[src/rtl/osg_pkg.sv]
package osg_pkg;
   typedef enum logic [1:0] {
      RG_NORMAL  = 2'd0,
      RG_PRE_EQ  = 2'd1,
      RG_BROAD   = 2'd2,
      RG_POST_EQ = 2'd3
   } vregion_t;
endpackage

[src/rtl/osg_line_timer.sv]
module osg_line_timer #(
   parameter int unsigned LINE_2X = 455,
   parameter int unsigned CW      = 10
) (
   input  logic          clk,
   input  logic          rst_n,
   input  logic          run,
   input  logic          fast,
   output logic [CW-1:0] hcnt,
   output logic [CW-1:0] half_len,
   output logic          half_end
);
   localparam logic [CW-1:0] LEN_SLOW = CW'(LINE_2X);
   localparam logic [CW-1:0] LEN_FAST = CW'(2 * LINE_2X);
   localparam logic [CW-1:0] ONE      = CW'(1);

   logic [CW-1:0] line_len;
   logic          at_end;

   assign line_len = fast ? LEN_FAST : LEN_SLOW;
   assign half_len = line_len >> 1;
   // >= keeps the counter safe when the rate bit shrinks the line mid-way
   assign at_end   = (hcnt >= line_len - ONE);
   assign half_end = run && (at_end || (hcnt == half_len - ONE));

   always_ff @(posedge clk or negedge rst_n) begin
      if (!rst_n)      hcnt <= '0;
      else if (!run)   hcnt <= '0;
      else if (at_end) hcnt <= '0;
      else             hcnt <= hcnt + ONE;
   end
endmodule

[src/rtl/osg_field_timer.sv]
module osg_field_timer
   import osg_pkg::*;
#(
   parameter int unsigned LINES     = 263,
   parameter int unsigned EQ_HALVES = 6,
   parameter int unsigned VS_HALVES = 6,
   parameter int unsigned VW        = 10
) (
   input  logic          clk,
   input  logic          rst_n,
   input  logic          run,
   input  logic          interlace,
   input  logic          half_end,
   output logic [VW-1:0] vh,
   output logic          field_q,
   output vregion_t      region
);
   localparam logic [VW-1:0] LAST_NI = VW'(2 * LINES - 1);
   localparam logic [VW-1:0] LAST_IL = VW'(2 * LINES - 2);
   localparam logic [VW-1:0] EQ_END  = VW'(EQ_HALVES);
   localparam logic [VW-1:0] BR_END  = VW'(EQ_HALVES + VS_HALVES);
   localparam logic [VW-1:0] PO_END  = VW'(2 * EQ_HALVES + VS_HALVES);

   logic [VW-1:0] vh_last, vh_next;

   assign vh_last = interlace ? LAST_IL : LAST_NI;
   assign vh_next = (vh >= vh_last) ? '0 : vh + VW'(1);

   always_ff @(posedge clk or negedge rst_n) begin
      if (!rst_n) begin
         vh      <= '0;
         field_q <= 1'b0;
      end else if (!run) begin
         vh      <= '0;
         field_q <= 1'b0;
      end else begin
         if (half_end) vh <= vh_next;
         if (!interlace)                          field_q <= 1'b0;
         else if (half_end && vh_next == EQ_END)  field_q <= ~field_q;
      end
   end

   always_comb begin
      if (vh < EQ_END)      region = RG_PRE_EQ;
      else if (vh < BR_END) region = RG_BROAD;
      else if (vh < PO_END) region = RG_POST_EQ;
      else                  region = RG_NORMAL;
   end
endmodule

[src/rtl/osg_wave_decode.sv]
module osg_wave_decode
   import osg_pkg::*;
#(
   parameter int unsigned HSYNC_2X      = 34,
   parameter int unsigned HBLANK_2X     = 78,
   parameter int unsigned VBLANK_HALVES = 40,
   parameter int unsigned CW            = 10,
   parameter int unsigned VW            = 10
) (
   input  logic          run,
   input  logic          fast,
   input  logic          interlace,
   input  logic          palm,
   input  logic          green_req,
   input  logic [CW-1:0] hcnt,
   input  logic [CW-1:0] half_len,
   input  logic [VW-1:0] vh,
   input  logic          field_q,
   input  vregion_t      region,
   output logic          csync,
   output logic          hsync,
   output logic          vsync,
   output logic          field,
   output logic          blank,
   output logic          bg_en,
   output logic          bg_green
);
   localparam logic [VW-1:0] VB_END = VW'(VBLANK_HALVES);

   logic [CW-1:0] hw, eqw, hbw, hp;
   logic          hs_raw, cs_raw, bl_raw;

   assign hw  = fast ? CW'(2 * HSYNC_2X)  : CW'(HSYNC_2X);
   assign hbw = fast ? CW'(2 * HBLANK_2X) : CW'(HBLANK_2X);
   assign eqw = hw >> 1;
   assign hp  = (hcnt < half_len) ? hcnt : hcnt - half_len;

   assign hs_raw = (hcnt < hw);
   assign bl_raw = (vh < VB_END) || (hcnt < hbw);

   always_comb begin
      unique case (region)
         RG_BROAD:              cs_raw = (hp < half_len - hw);
         RG_PRE_EQ, RG_POST_EQ: cs_raw = interlace ? (hp < eqw) : hs_raw;
         default:               cs_raw = hs_raw;
      endcase
   end

   assign csync    = run & cs_raw;
   assign hsync    = run & hs_raw;
   assign vsync    = run & (region == RG_BROAD);
   assign field    = run & field_q;
   assign blank    = run & bl_raw;
   assign bg_en    = run & ~bl_raw;
   assign bg_green = run & ~bl_raw & green_req & ~palm;
endmodule

[src/rtl/osd_sync_gen.sv]
module osd_sync_gen
   import osg_pkg::*;
#(
   parameter int unsigned LINE_2X       = 455,
   parameter int unsigned HSYNC_2X      = 34,
   parameter int unsigned HBLANK_2X     = 78,
   parameter int unsigned LINES         = 263,
   parameter int unsigned EQ_HALVES     = 6,
   parameter int unsigned VS_HALVES     = 6,
   parameter int unsigned VBLANK_HALVES = 40
) (
   input  logic clk,
   input  logic rst_n,
   input  logic int_sync,
   input  logic std_palm,
   input  logic interlace,
   input  logic clk_4fsc,
   input  logic bg_green_req,
   output logic csync,
   output logic hsync,
   output logic vsync,
   output logic field,
   output logic blank,
   output logic bg_en,
   output logic bg_green
);
   localparam int unsigned CW = $clog2(2 * LINE_2X + 1);
   localparam int unsigned VW = $clog2(2 * LINES + 1);

   // elaboration-time parameter checks
   if (HSYNC_2X < 2) begin : g_bad_hsync_min
      $error("HSYNC_2X must be at least 2");
   end
   if (LINE_2X < 4 * HSYNC_2X + 2) begin : g_bad_line
      $error("LINE_2X too short for broad pulses");
   end
   if (HBLANK_2X <= HSYNC_2X || HBLANK_2X >= LINE_2X / 2) begin : g_bad_hblank
      $error("HBLANK_2X must lie between HSYNC_2X and half a line");
   end
   if (EQ_HALVES < 1 || VS_HALVES < 1) begin : g_bad_vint
      $error("EQ_HALVES and VS_HALVES must be non-zero");
   end
   if (2 * EQ_HALVES + VS_HALVES > VBLANK_HALVES || VBLANK_HALVES >= 2 * LINES - 1) begin : g_bad_vblank
      $error("VBLANK_HALVES must cover the vertical interval and fit in a field");
   end

   logic [CW-1:0] hcnt, half_len;
   logic          half_end;
   logic [VW-1:0] vh;
   logic          field_q;
   vregion_t      region;

   osg_line_timer #(.LINE_2X(LINE_2X), .CW(CW)) u_line (
      .clk(clk), .rst_n(rst_n), .run(int_sync), .fast(clk_4fsc),
      .hcnt(hcnt), .half_len(half_len), .half_end(half_end)
   );

   osg_field_timer #(.LINES(LINES), .EQ_HALVES(EQ_HALVES),
                     .VS_HALVES(VS_HALVES), .VW(VW)) u_field (
      .clk(clk), .rst_n(rst_n), .run(int_sync), .interlace(interlace),
      .half_end(half_end), .vh(vh), .field_q(field_q), .region(region)
   );

   osg_wave_decode #(.HSYNC_2X(HSYNC_2X), .HBLANK_2X(HBLANK_2X),
                     .VBLANK_HALVES(VBLANK_HALVES), .CW(CW), .VW(VW)) u_wave (
      .run(int_sync), .fast(clk_4fsc), .interlace(interlace), .palm(std_palm),
      .green_req(bg_green_req), .hcnt(hcnt), .half_len(half_len), .vh(vh),
      .field_q(field_q), .region(region),
      .csync(csync), .hsync(hsync), .vsync(vsync), .field(field),
      .blank(blank), .bg_en(bg_en), .bg_green(bg_green)
   );
endmodule

[config.mk]
export PLATFORM = sky130hd
export DESIGN_NAME = osd_sync_gen
export DESIGN_NICKNAME = d
export VERILOG_FILES = /design/src/rtl/osg_pkg.sv /design/src/rtl/osg_line_timer.sv /design/src/rtl/osg_field_timer.sv /design/src/rtl/osg_wave_decode.sv /design/src/rtl/osd_sync_gen.sv
export SDC_FILE = /design/constraint.sdc
export NUM_CORES = 1
export LEC_CHECK = 0
export ABC_AREA = 1
export ABC_CLOCK_PERIOD_IN_PS = 6000
export BUFFER_PORTS_ARGS = -buffer_cell sky130_fd_sc_hd__buf_2
export CAP_MARGIN = 20
export CORE_MARGIN = 3
export CORE_UTILIZATION = 60
export CTS_BUF_LIST = sky130_fd_sc_hd__clkbuf_4 sky130_fd_sc_hd__clkbuf_8
export CTS_CLUSTER_SIZE = 16
export DETAILED_ROUTE_END_ITERATION = 12
export PLACE_DENSITY = 0.78
export SLEW_MARGIN = 5
export SYNTH_ARGS = -nofsm -noshare
export SYNTH_HDL_FRONTEND = slang
export SYNTH_HIERARCHICAL = 1
export SYNTH_SLANG_ARGS = --single-unit
export TNS_END_PERCENT = 10
[constraint.sdc]
create_clock -name clk -period 6 [get_ports clk]
set_input_delay 0.6 -clock clk [delete_from_list [all_inputs] [get_ports clk]]
set_output_delay 0.6 -clock clk [all_outputs]
set_load 0.01 [all_outputs]
==> summary.md <==
| Metric | Value |
|---|---|
| Status | complete, no violations |
| Synthesized area | about 3200 um2 |
| RD Place Congestion | 0.901 |
| CTS tree | yes |
| Internal cell power | between 200 and 250 uW |
| Yosys warns | 6 |
| GRT overflow | 0 |
| DR WL met2 | 3.63 mm |
| Most common cell on crit path | nor2_1 |
| Setup Buffers After CTS | 0 |
| Residual DRC | 0 |
| Initial DRC Count | 150 |
| Critical Path AT | around 3500 ps |
| Dpl hpwl | a little under 6 mm |
| Routed wire length per instance | 12.9 um |
| Hold WS | 287 ps |
| Vias in the first global route | 2952 |
| Peak Freq | between 0.2 and 0.25 GHz |
| Sequential fraction of the synthesis area | 16.3% |
| Max Cap Viol | 0 |
| CP Buf/Inv Count | 5 |
| Final TNS setup | 0 ps |
| Boundary Pins | 14 |
| Initial antenna violation count | 0 |
| Uppermost layer routed | met4 |
| Pwr per Cell Area | ~110 nW/um2 |
| Largest net degree at the start of global routing | 22 |
| CP Launch Type | primary input |
| CP endpoint | csync |
| Post-cts hold buffer count | 0 |
| CTS max path bufs | 2 |
| Clock latency on the worst-skew pair | 260 ps |
| Die H | 79.3 um |
| GRT Overall Usage | 25.3% |
| Post-CTS sizing | 0 |
| Via density | 5.26 |
| Nets | 539 |
| Area Overhead vs Synth | 3.69% |
| Root buffer cell | clkbuf_8 |
| Crit. path cell count | 21 |
| Crit-path slowest cell | buf_2 |
| Mapped Avg Cell Area | 6.74 um2 |
| Worst setup margin | 1910 ps |
| Fillers | 507 |
| First-pass GRT wire length | 13.0 mm |
| Final period util | 68.2% |
| Vias | 2934 |
| Type of the worst setup path | in -> out |
| CTS sink count | 21 |
| N_diodes | 0 |
| Final hold vios | 0 |
| Peak supply drop | between 100 and 150 uV |
| Register area | ~530 um2 |
| Hold Crit Class | in -> async |
| Initial Util | a little over three fifths |
| Core Area | 5140 um2 |
| Combinational fraction of design power | about 32% |
| Slowest stage delay, CP | 310 ps |
| Critical path's top delay family | simple AND/OR/NAND/NOR gates |
| Multi-input gate area | between 2000 and 2500 um2 |
| Switching power | 128 uW |
| Worst r2r path cells | 11 |
| Net Sw Frac | 34.8% |
| Fin crit period | 4090 ps |
| CTS Buf Count | 3 |
| Die area | roughly 6300 um2 |
| Crit. Startpoint | clk_4fsc |
| Slew Limit Fails | 0 |
| Pleak | 0.00182 uW |
| Crit Path Max Fanout | 16 |
| Synth unique cells | 40 |
| Cell count after synthesis | 478 |
| H-tree Lvls | 1 |
| Final total power | 367 uW |
| DP Worst Slack | 1940 ps |
| DRT Pass-1 Iters | 4 |
| Final setup fails | 0 |
| Routed WL | 7.21 mm |
| Worst-path clk slew | approximately 80 ps |
| Layout cell share with drive strength beyond 1 | a little under a fifth |
| Setup crit end kind | output port |
| Port bufs | 13 |
| Register share of total power | 41.4% |
| Reg-to-Reg Start | u_line/hcnt[3]$_DFF_PN0_ |
| Row cnt | 26 |
| Setup Skew | 6.77 ps |
| #FFs+latches synth | 21 |
| Post-route ant nets | 0 |
| Die Wd | between 70 and 80 um |
| Critical Path RT | 5400 ps |
| R2R Path End | u_field/vh[0]$_DFFE_PN0P_ |
| Crit path cell chain | buf_2 -> inv_1 -> inv_1 -> ha_1 -> nand2_2 -> inv_2 -> nand2_2 -> nand2_2 -> nand2_4 -> nand3_4 -> nor2_1 -> a21oi_1 -> ha_1 -> a211oi_1 -> nand3_2 -> nor2_2 -> nand3_1 -> nor2_1 -> nor2_1 -> nor2_1 -> buf_2 |
| Clock power frac | 26.6% |
| Met3 routed WL | 194 um |
| DRT met1 WL | roughly 3.3 mm |
| R2R setup slack | 3770 ps |
| RSZ-0062 raised after global routing | false |
## per-stage QoR
step	cell area [um2]	utilization [%]	instances
CTS	3340	65.0	558
finish	3340	65.0	558
global placement	3290	64.0	554
global route	3340	65.0	558
detailed placement	3290	64.0	554
floorplan	3240	-	483
## logic make-up (layout without fill, tap and decap cells)
kind of cell	Yosys count	in the layout	share of synthesized area, %
flip-flops	21	21	16.3
AO/OA/AOI/OAI	48	48	8.86
other	2	7	0.233
buffers and inverters	88	93	12.0
XOR/XNOR	17	17	4.62
AND/OR/NAND/NOR	259	259	40.8
adder cells (fa/ha/maj)	43	43	17.2
## power by group through the flow
| stage | registers (uW) | logic, uW | clock network [uW] |
|---|---|---|---|
| 4_1_cts | 152 | 117 | 102 |
| 3_3_place_gp | 155 | 114 | 0 |
| 5_1_grt | 153 | 136 | 106 |
| 3_5_place_dp | 155 | 116 | 0 |
| 6_report | 152 | 118 | 97.6 |
| 2_1_floorplan | 152 | 94.6 | 0 |
## metal layers
metal  GRT usage, %  vias up
li1               -     1546
met1           31.8     1329
met2           45.7       47
met3           2.04       12
met4           7.73        0
met5              0        -
## flip-flops by register name (all words and copies together) (netlist names)
register and flops:
u_field/vh 10, u_field/field_q 1, u_line/hcnt 10
## how the worst min path moves through the flow
stage | from | endpoint | depth (start not counted)
finish | rst_n | u_field/vh[7]$_DFFE_PN0P_ | 1
detailed placement | u_field/field_q$_DFFE_PN0P_ | u_field/field_q$_DFFE_PN0P_ | 2
global placement | u_field/field_q$_DFFE_PN0P_ | u_field/field_q$_DFFE_PN0P_ | 2
global route | rst_n | u_field/vh[7]$_DFFE_PN0P_ | 1
floorplan | rst_n | u_field/field_q$_DFFE_PN0P_ | 0
CTS | rst_n | u_field/vh[7]$_DFFE_PN0P_ | 1
## synth_stat cells
library cell  number  area share [%]
a211o_1            1            0.27
a211oi_1           2            0.47
a21o_2             1            0.27
a21oi_1           19             3.0
a21oi_2            2            0.54
a21oi_4            1            0.51
buf_4             10             2.3
buf_6              1            0.35
buf_8              1            0.47
clkinv_1           2            0.23
conb_1             2            0.23
dfrtp_1           21              16
fa_1               2             1.2
ha_1              41              16
inv_1             61             7.1
inv_2             13             1.5
nand2_1          114              13
nand2_2           17             3.3
nand2_4            3             1.0
nand2_8            1            0.62
nand3_1           29             4.5
nand3_2            6             1.9
nand3_4            2             1.1
nand3b_1           2            0.47
nand4_1           15             2.9
nor2_1            35             4.1
nor2_2            17             3.3
nor2_4             6             2.1
nor3_1             6            0.93
nor3_2             1            0.31
nor4_1             2            0.39
o211ai_1           1            0.23
o21ai_0            9             1.4
o21ai_1            4            0.62
o21bai_1           1            0.23
o22ai_1            7             1.4
or2_1              2            0.39
or2_2              1            0.19
xnor2_1            5             1.4
xor2_1            12             3.3
## cells in the final DEF, fill, tap and decap left out, types with 13 or more instances in the layout
cell type  count
a21oi_1       19
buf_2         13
dfrtp_1       21
ha_1          41
inv_1         61
inv_2         13
nand2_1      114
nand2_2       17
nand3_1       29
nand4_1       15
nor2_1        35
nor2_2        17
## final cells by class
| type | instances | share of cell area, % |
|---|---|---|
| timing repair buffer | 13 | 1.95 |
| clock buffer | 4 | 1.46 |
| tap | 70 | 2.62 |
| sequential | 21 | 15.7 |
| multi-input combinational | 374 | 69.7 |
| inverter | 76 | 8.54 |
(Power assumes the default switching activity.)
